### src/rtl/esq_pkg.sv
package esq_pkg;

    typedef enum logic [1:0] {
        MODE_RUN  = 2'd0,
        MODE_IDLE = 2'd1,
        MODE_DOWN = 2'd2,
        MODE_RST  = 2'd3
    } seq_mode_e;

    typedef struct packed {
        logic quiet;
        logic mv;
    } ctl_state_t;

endpackage

### src/rtl/esq_phase_ctr.sv
module esq_phase_ctr #(
    parameter int CYC_LEN = 12,
    localparam int CW = $clog2(CYC_LEN)
) (
    input  logic          clk,
    input  logic          hold,
    output logic [CW-1:0] cnt
);
    logic [CW-1:0] cnt_d, cnt_q;

    always_comb begin
        if (hold) begin
            cnt_d = '0;
        end else if (cnt_q == CW'(CYC_LEN - 1)) begin
            cnt_d = '0;
        end else begin
            cnt_d = cnt_q + 1'b1;
        end
    end

    always_ff @(posedge clk) begin
        cnt_q <= cnt_d;
    end

    assign cnt = cnt_q;
endmodule

### src/rtl/esq_src_sel.sv
module esq_src_sel #(
    parameter int ADDR_W   = 16,
    parameter int INT_SIZE = 32768
) (
    input  logic              clk,
    input  logic              rst_n,
    input  logic              src_pin,
    input  logic [ADDR_W-1:0] fetch_addr,
    output logic              fetch_ext
);
    localparam logic [ADDR_W:0] LIMIT = (ADDR_W + 1)'(INT_SIZE);

    logic ext_only_d, ext_only_q;

    always_comb begin
        ext_only_d = rst_n ? ext_only_q : ~src_pin;
    end

    always_ff @(posedge clk) begin
        ext_only_q <= ext_only_d;
    end

    assign fetch_ext = ext_only_q | ({1'b0, fetch_addr} >= LIMIT);
endmodule

### src/rtl/esq_strobe_gen.sv
module esq_strobe_gen
    import esq_pkg::*;
#(
    parameter int CYC_LEN    = 12,
    parameter int ALE_W      = 2,
    parameter int PSEN_START = 3,
    localparam int CW   = $clog2(CYC_LEN),
    localparam int HALF = CYC_LEN / 2
) (
    input  logic [CW-1:0] cnt,
    input  seq_mode_e     mode,
    input  logic          fetch_ext,
    input  logic          mv_eff,
    input  logic          quiet,
    output logic          ale,
    output logic          psen_n
);
    logic          second;
    logic [CW-1:0] pos;
    logic          ale_slot;
    logic          psen_slot;

    always_comb begin
        second    = cnt >= CW'(HALF);
        pos       = second ? cnt - CW'(HALF) : cnt;
        ale_slot  = pos < CW'(ALE_W);
        psen_slot = pos >= CW'(PSEN_START);
        unique case (mode)
            MODE_RUN: begin
                ale    = ale_slot && !(mv_eff && second)
                         && (!quiet || fetch_ext || mv_eff);
                psen_n = !(psen_slot && fetch_ext && !mv_eff);
            end
            MODE_IDLE: begin
                ale    = 1'b1;
                psen_n = 1'b1;
            end
            default: begin
                ale    = 1'b0;
                psen_n = 1'b1;
            end
        endcase
    end
endmodule

### src/rtl/ext_bus_strobe_seq.sv
module ext_bus_strobe_seq
    import esq_pkg::*;
#(
    parameter int ADDR_W     = 16,
    parameter int INT_SIZE   = 32768,
    parameter int CYC_LEN    = 12,
    parameter int ALE_W      = 2,
    parameter int PSEN_START = 3
) (
    input  logic              clk,
    input  logic              rst_n,
    input  logic              ext_src_sel,
    input  logic [ADDR_W-1:0] fetch_addr,
    input  logic              data_move,
    input  logic              idle_req,
    input  logic              pdown_req,
    input  logic              quiet_we,
    input  logic              quiet_wdata,
    output logic              ale,
    output logic              psen_n,
    output logic              fetch_ext
);
    localparam int CW = $clog2(CYC_LEN);

    ctl_state_t    ctl_d, ctl_q;
    seq_mode_e     mode;
    logic [CW-1:0] cnt;
    logic          mv_eff;
    logic          hold;

    always_comb begin
        if (!rst_n)         mode = MODE_RST;
        else if (pdown_req) mode = MODE_DOWN;
        else if (idle_req)  mode = MODE_IDLE;
        else                mode = MODE_RUN;
        hold   = mode != MODE_RUN;
        mv_eff = (cnt == '0) ? data_move : ctl_q.mv;

        ctl_d       = ctl_q;
        ctl_d.quiet = quiet_we ? quiet_wdata : ctl_q.quiet;
        ctl_d.mv    = hold ? 1'b0 : mv_eff;
    end

    always_ff @(posedge clk) begin
        if (!rst_n) begin
            ctl_q <= '0;
        end else begin
            ctl_q <= ctl_d;
        end
    end

    esq_phase_ctr #(
        .CYC_LEN(CYC_LEN)
    ) ctr_i (
        .clk (clk),
        .hold(hold),
        .cnt (cnt)
    );

    esq_src_sel #(
        .ADDR_W  (ADDR_W),
        .INT_SIZE(INT_SIZE)
    ) src_i (
        .clk       (clk),
        .rst_n     (rst_n),
        .src_pin   (ext_src_sel),
        .fetch_addr(fetch_addr),
        .fetch_ext (fetch_ext)
    );

    esq_strobe_gen #(
        .CYC_LEN   (CYC_LEN),
        .ALE_W     (ALE_W),
        .PSEN_START(PSEN_START)
    ) gen_i (
        .cnt      (cnt),
        .mode     (mode),
        .fetch_ext(fetch_ext),
        .mv_eff   (mv_eff),
        .quiet    (ctl_q.quiet),
        .ale      (ale),
        .psen_n   (psen_n)
    );
endmodule

### config.mk
export PLATFORM = sky130hd
export DESIGN_NAME = ext_bus_strobe_seq
export DESIGN_NICKNAME = d
export VERILOG_FILES = /design/src/rtl/esq_pkg.sv /design/src/rtl/esq_phase_ctr.sv /design/src/rtl/esq_src_sel.sv /design/src/rtl/esq_strobe_gen.sv /design/src/rtl/ext_bus_strobe_seq.sv
export SDC_FILE = /design/constraint.sdc
export NUM_CORES = 1
export LEC_CHECK = 0
export ABC_AREA = 0
export BUFFER_PORTS_ARGS = -buffer_cell sky130_fd_sc_hd__buf_4
export CORE_AREA = 4 4 41 43
export CTS_CLUSTER_SIZE = 16
export DETAILED_ROUTE_END_ITERATION = 7
export DIE_AREA = 0 0 45 47
export MAX_ROUTING_LAYER = met4
export PLACE_DENSITY_LB_ADDON = 0.05
export REMOVE_ABC_BUFFERS = 1
export SETUP_SLACK_MARGIN = 0.5
export SLEW_MARGIN = 15
export SYNTH_ARGS = -nofsm -noshare
export SYNTH_HDL_FRONTEND = slang
export SYNTH_SLANG_ARGS = --single-unit
export TNS_END_PERCENT = 1
### constraint.sdc
create_clock -name clk -period 1.42 [get_ports clk]
set_input_delay 0.071 -clock clk [delete_from_list [all_inputs] [get_ports clk]]
set_output_delay 0.071 -clock clk [all_outputs]
set_load 0.01 [all_outputs]
* Word level (Yosys, flattened, before mapping)
Cells that the tools add are included.
** Cells by class
- $add $sub $neg :: 2
- Magnitude comparators :: 4
- Eq/ne operators :: 2
- Mux-type cells :: 7
- Bitwise operators :: 3
- Reduce and logical (&&, ||, !) cells :: 16
** Operator list (number)
- greater-or-equal comparator 16 bit (second input constant) :: 1
- logical AND 1 bit :: 5
- adder 4 x 1 -> 4 bit (second input constant) :: 1
- equality test 4 bit (second input constant) :: 1
- greater-or-equal comparator 4 x 2 -> 1 bit (second input constant) :: 1
- greater-or-equal comparator 4 x 3 -> 1 bit (second input constant) :: 1
- zero test 1 bit :: 4
- zero test 4 bit :: 1
- less-than comparator 4 x 2 -> 1 bit (second input constant) :: 1
- two-way mux 2 bit :: 2
- two-way mux 4 bit :: 1
- OR reduction 2 bit :: 2
- subtractor 4 x 3 -> 4 bit (second input constant) :: 1
- two-way mux 1 bit :: 3
- equality test 2 x 1 -> 1 bit (second input constant) :: 1
- zero test 2 bit :: 1
- logical OR 1 bit :: 2
- NOT 1 bit :: 2
- case mux 1 bit (2 select lines) :: 1
- nonzero test 2 bit :: 1
- OR 1 bit :: 1
** Word-level totals
- Bits in registers :: 7
- Output and inout bits :: 3

* Depth between registers and ports, before layout
- Depth in word-level cells :: 7
- Depth in mapped cells :: 5

* Hierarchy
Synthesis repeated with hierarchy kept, for this count alone.
** Second synthesis, totals
- Cells, all modules :: 46
- Area, all modules :: 427.9 um2
** Modules (own cells, without submodules)
- esq_phase_ctr :: times used 1, cells each 16, area each 167.7 um2
- ext_bus_strobe_seq :: times used 1, cells each 13, area each 141.4 um2
- esq_strobe_gen :: times used 1, cells each 13, area each 75.1 um2
- esq_src_sel :: times used 1, cells each 4, area each 43.8 um2

* Least setup slack after synthesis
Ideal clock, no wire load.
- Path type :: register -> output
- From :: register ctr_i.cnt_q[1] (netlist: ctr_i.cnt[1])
- To :: output port psen_n
- Arrival :: 1.154 ns
- Required time :: 1.349 ns
- Path slack :: 0.195 ns
- Cell stages (with the launch flop) :: 6
- Buffers on the path :: 0
- Path through :: dfxtp_1 -> inv_1 -> ha_1 -> nor3b_1 -> mux2i_1 -> nand3_1
** On the way
- Cells in the longest elaborated chain, start to end :: 7
- Elaborated cells between the ends (all ways) :: 11
- Those cells by class :: add/sub (1); order compare (2); mux (3); reduce/logical (5)
** Ends and longest elaborated chain
- from (decl) :: RTL line esq_phase_ctr.sv:9 : logic [CW-1:0] cnt_d, cnt_q;
- from (signal assigned) :: RTL line esq_phase_ctr.sv:22 : cnt_q <= cnt_d;
- subtractor 4 x 3 -> 4 bit / greater-or-equal comparator 4 x 3 -> 1 bit (equally long branches) :: RTL line esq_strobe_gen.sv:25, esq_strobe_gen.sv:24
- two-way mux 4 bit :: RTL line esq_strobe_gen.sv:25 : pos = second ? cnt - CW'(HALF) : cnt;
- greater-or-equal comparator 4 x 2 -> 1 bit :: RTL line esq_strobe_gen.sv:27 : psen_slot = pos >= CW'(PSEN_START);
- logical AND 1 bit :: RTL line esq_strobe_gen.sv:32 : psen_n = !(psen_slot && fetch_ext && !mv_eff);
- logical AND 1 bit * :: RTL line esq_strobe_gen.sv:32
- zero test 1 bit * :: RTL line esq_strobe_gen.sv:32
- two-way mux 1 bit * :: RTL line esq_strobe_gen.sv:28 : unique case (mode)
- to (decl) :: RTL line ext_bus_strobe_seq.sv:20 : output logic psen_n,
Mark *: on every way between the ends. The rest lies on a longest branch, timed or not.

* Worst setup path in the final report
- From :: register ctr_i.cnt_q[0] (netlist: ctr_i.cnt[0])
- To :: output port psen_n
The elaborated chain is that of the path after synthesis.

==> impl_summary.log <==
[metrics] Leak: 0.2634 nW
[metrics] total number of vias: 362
[metrics] count of placed standard cells in the final layout, fillers left out: 79
[metrics] cts bufs inserted: 3
[metrics] post-synth top area share: 31.27%
[metrics] required time of the critical path: 1.35 ns
[metrics] path type of the worst setup path: reg2out
[metrics] area of the placeable core: 1301 µm²
[metrics] biggest fanout along the worst timing path: 3
[metrics] # hold bufs at CTS: 0
[metrics] floorplan die area: 2115 µm²
[metrics] CTS tree: built
[metrics] number of antenna violations at the first check in global routing: 0
[metrics] clk_lat worst skew: 0.24 ns
[metrics] biggest area contributors in the synthesized netlist: dfxtp_1 (31%), edfxtp_1 (7.8%), inv_1 (6.8%), nor2_1 (6.8%), ha_1 (6.5%)
[metrics] leading cell types by count after synthesis: inv_1 (7), nor2_1 (7), dfxtp_1 (6)
[metrics] power density over the cells: 739.1 nW/µm²
[metrics] number of max-slew violations in the final report: 0
[metrics] total global-route track usage: 8.942%
[metrics] total count of hold-check failures in the final report: 0
[metrics] Max H-tree Level: 1
[metrics] Fin Clk Skew: 0.002296 ns
[metrics] Routed met3 length: 27 µm
[metrics] Period minus WS final: 1.552 ns
[metrics] via count of the first global-routing pass: 329
[metrics] post-placement cell count: 73
[metrics] Synth Area per Inst: 8.933 µm²
[metrics] CTS clk-pin slew, worst paths: 0.05 ns
[metrics] type of element capturing the critical path: output port
[metrics] Hold WC Path Type: in2reg
[metrics] cells along the critical path: inv_2 > ha_4 > nor3b_4 > mux2i_2 > nand3_1 > buf_6
[metrics] violations in the final reports: negative setup slack
[metrics] net count reported at finish: 91
[metrics] global-route wire length before repair: 1276 µm
[metrics] Largest stage delay, worst path: 0.32 ns
[metrics] Bufs and invs on worst path: 2
[metrics] total power: 455.0 µW
[metrics] number of I/O port buffers: 11
[metrics] row count: 13
[metrics] die span in y: 47 µm
[metrics] Max transition margin: 85.13%
[metrics] sort of element at the start of the critical path: flop
[metrics] Synth async-reset ratio: 0%
[metrics] count of state elements after synthesis: 7
[metrics] Boundary Pins: 27
[metrics] dominant synthesized flop cell: dfxtp_1
[metrics] CTS sink count: 7
[metrics] CP delay by family, top: flip-flops
[metrics] Worst EP arrival: 1.48 ns
[metrics] buffer levels on the longest clock path: 2
[metrics] count of yosys warnings during synthesis: 0
[metrics] Setup Total Neg Slack: -0.2589 ns
[metrics] worst vdd ir: 0.3688 mV
[metrics] global route total overflow: 0
[metrics] last weighted congestion value of the routability-driven placer: 0.7008
[metrics] Chip Width: 45 µm
[metrics] antenna cells: 0
[metrics] run status: complete, but fails checks
[metrics] Layout Utilization: 47.31%
[metrics] fraction of layout cells with a size suffix above 1: 51.56%
[metrics] number of routed nets with antenna violations: 0
[metrics] mean routed wirelength per cell: 9.937 µm
[metrics] Area Growth Syn to Fin: 60.26%
[metrics] total met2 wirelength after detailed routing: 406 µm
[metrics] Slowest cell on crit path: dfxtp_2
[metrics] number of fillers in the final layout: 137
[metrics] maximum number of pins on one net before global-route repair: 8
[metrics] number of library cell types mapped by synthesis: 19
[metrics] Hold Slack: 0.07399 ns
[metrics] cell area after technology mapping: 384.1 µm²
[metrics] register area share after synthesis: 39.09%
[metrics] First-pass DRT Iterations: 3
[metrics] Initial Util: 29.52%
[metrics] count of maximum capacitance violations: 0
[metrics] Max Fclk: 644.5 MHz
[metrics] estimated wirelength of the detail-placed design: 635.4 µm
[metrics] RSZ-0062 raised after global routing: true
[metrics] slew at the pin closest to its max-slew limit: 0.2187 ns
[metrics] slack of the critical path: -0.1316 ns
[metrics] cell at the root of the clock tree: clkbuf_4
[metrics] top sig layer: met3
[metrics] synthesized instance count: 43
[metrics] final worst-path cycle share: 109.3%
[metrics] drt drc: 0
[metrics] top cell type by total area after synthesis: dfxtp_1
[metrics] number of flops mapped to enable cells by yosys: 1
[metrics] DRT met1 WL: 351 µm
[metrics] Detailed Route Iter0 Violations: 3
[metrics] ratio of routed vias to standard cells: 4.582
[metrics] overall routed net length: 785 µm
[metrics] total setup violations reported at the end of the flow: 2
-- layout make-up --
class | count | area, µm² | share of cell area [%]
tap | 15 | 18.77 | 3.049
inverter | 7 | 26.28 | 4.268
multi-input combinational | 29 | 252.7 | 41.06
timing repair buffer | 17 | 138.9 | 22.56
sequential | 7 | 152.6 | 24.80
clock buffer | 4 | 26.28 | 4.268
-- flip-flops by register name, indices dropped and copies added, names as in the netlist --
name              count
ctr_i.cnt             4
ctl_q                 2
src_i.ext_only_q      1
-- what timing repair did --
action	in CTS	in global routing
endpoints found under the hold margin	0	0
cloned	0	0
setup buffers	1	1
gates resized for setup	15	1
endpoints found under the setup margin	8	8
pin swaps	10	11
-- worst paths after layout --
kind,from,slack [ns],depth (start not counted),end
worst max-delay path,ctr_i.cnt[0],-0.13,6,psen_n
worst min-delay path,ext_src_sel,0.07,2,src_i.ext_only_q
worst max register to register,ctr_i.cnt[0],0.15,6,ctl_q[0]
worst min register to register,ctl_q[1],0.52,2,ctl_q[1]
-- cell families after synthesis --
logic type | after synthesis | share of synthesized area (%)
AO/OA/AOI/OAI | 5 | 11.08
XOR/XNOR | 2 | 4.561
adder cells (fa/ha/maj) | 2 | 6.514
buffers and inverters | 7 | 6.842
flip-flops | 7 | 39.09
multiplexers | 2 | 5.212
AND/OR/NAND/NOR | 18 | 26.71
-- placed cells by master, fill, tap and decap left out, drive strengths merged, types with 2 or more instances in the layout --
cell and n:
buf 17, nand3 2, nor3b 2, ha 2, nand3b 2, dfxtp 6
o21ai 2, nor2 9, clkbuf 4, mux2i 2, inv 7
-- where the power goes --
| group | internal, mW | switching (mW) |
|---|---|---|
| combinational | 0.0431 | 0.0275 |
| sequential | 0.208 | 0.00326 |
| clock | 0.107 | 0.0662 |
| total | 0.358 | 0.0969 |
-- worst reg2reg max path: stages, from the launching register on --
cell     delay (ns)
dfxtp_2        0.32
inv_2          0.06
ha_4           0.12
nor3b_4        0.19
mux2i_2        0.29
buf_4          0.15
nor2_1         0.03
-- routing by layer --
metal  track usage, %  vias to the layer above
met5                -                        -
met4            3.509                        0
met3            3.448                        0
met2            14.69                        4
met1            9.700                      168
li1                 -                      190
-- metrics by stage --
stage	setup slack [ns]	instance area, µm²
after global routing	-0.2413	615.6
after CTS	-0.1577	605.6
after global placement	0.02372	515.5
after floorplan	0.1953	384.1
final	-0.1316	615.6
after detailed placement	-0.008374	515.5
(Power assumes the default switching activity.)
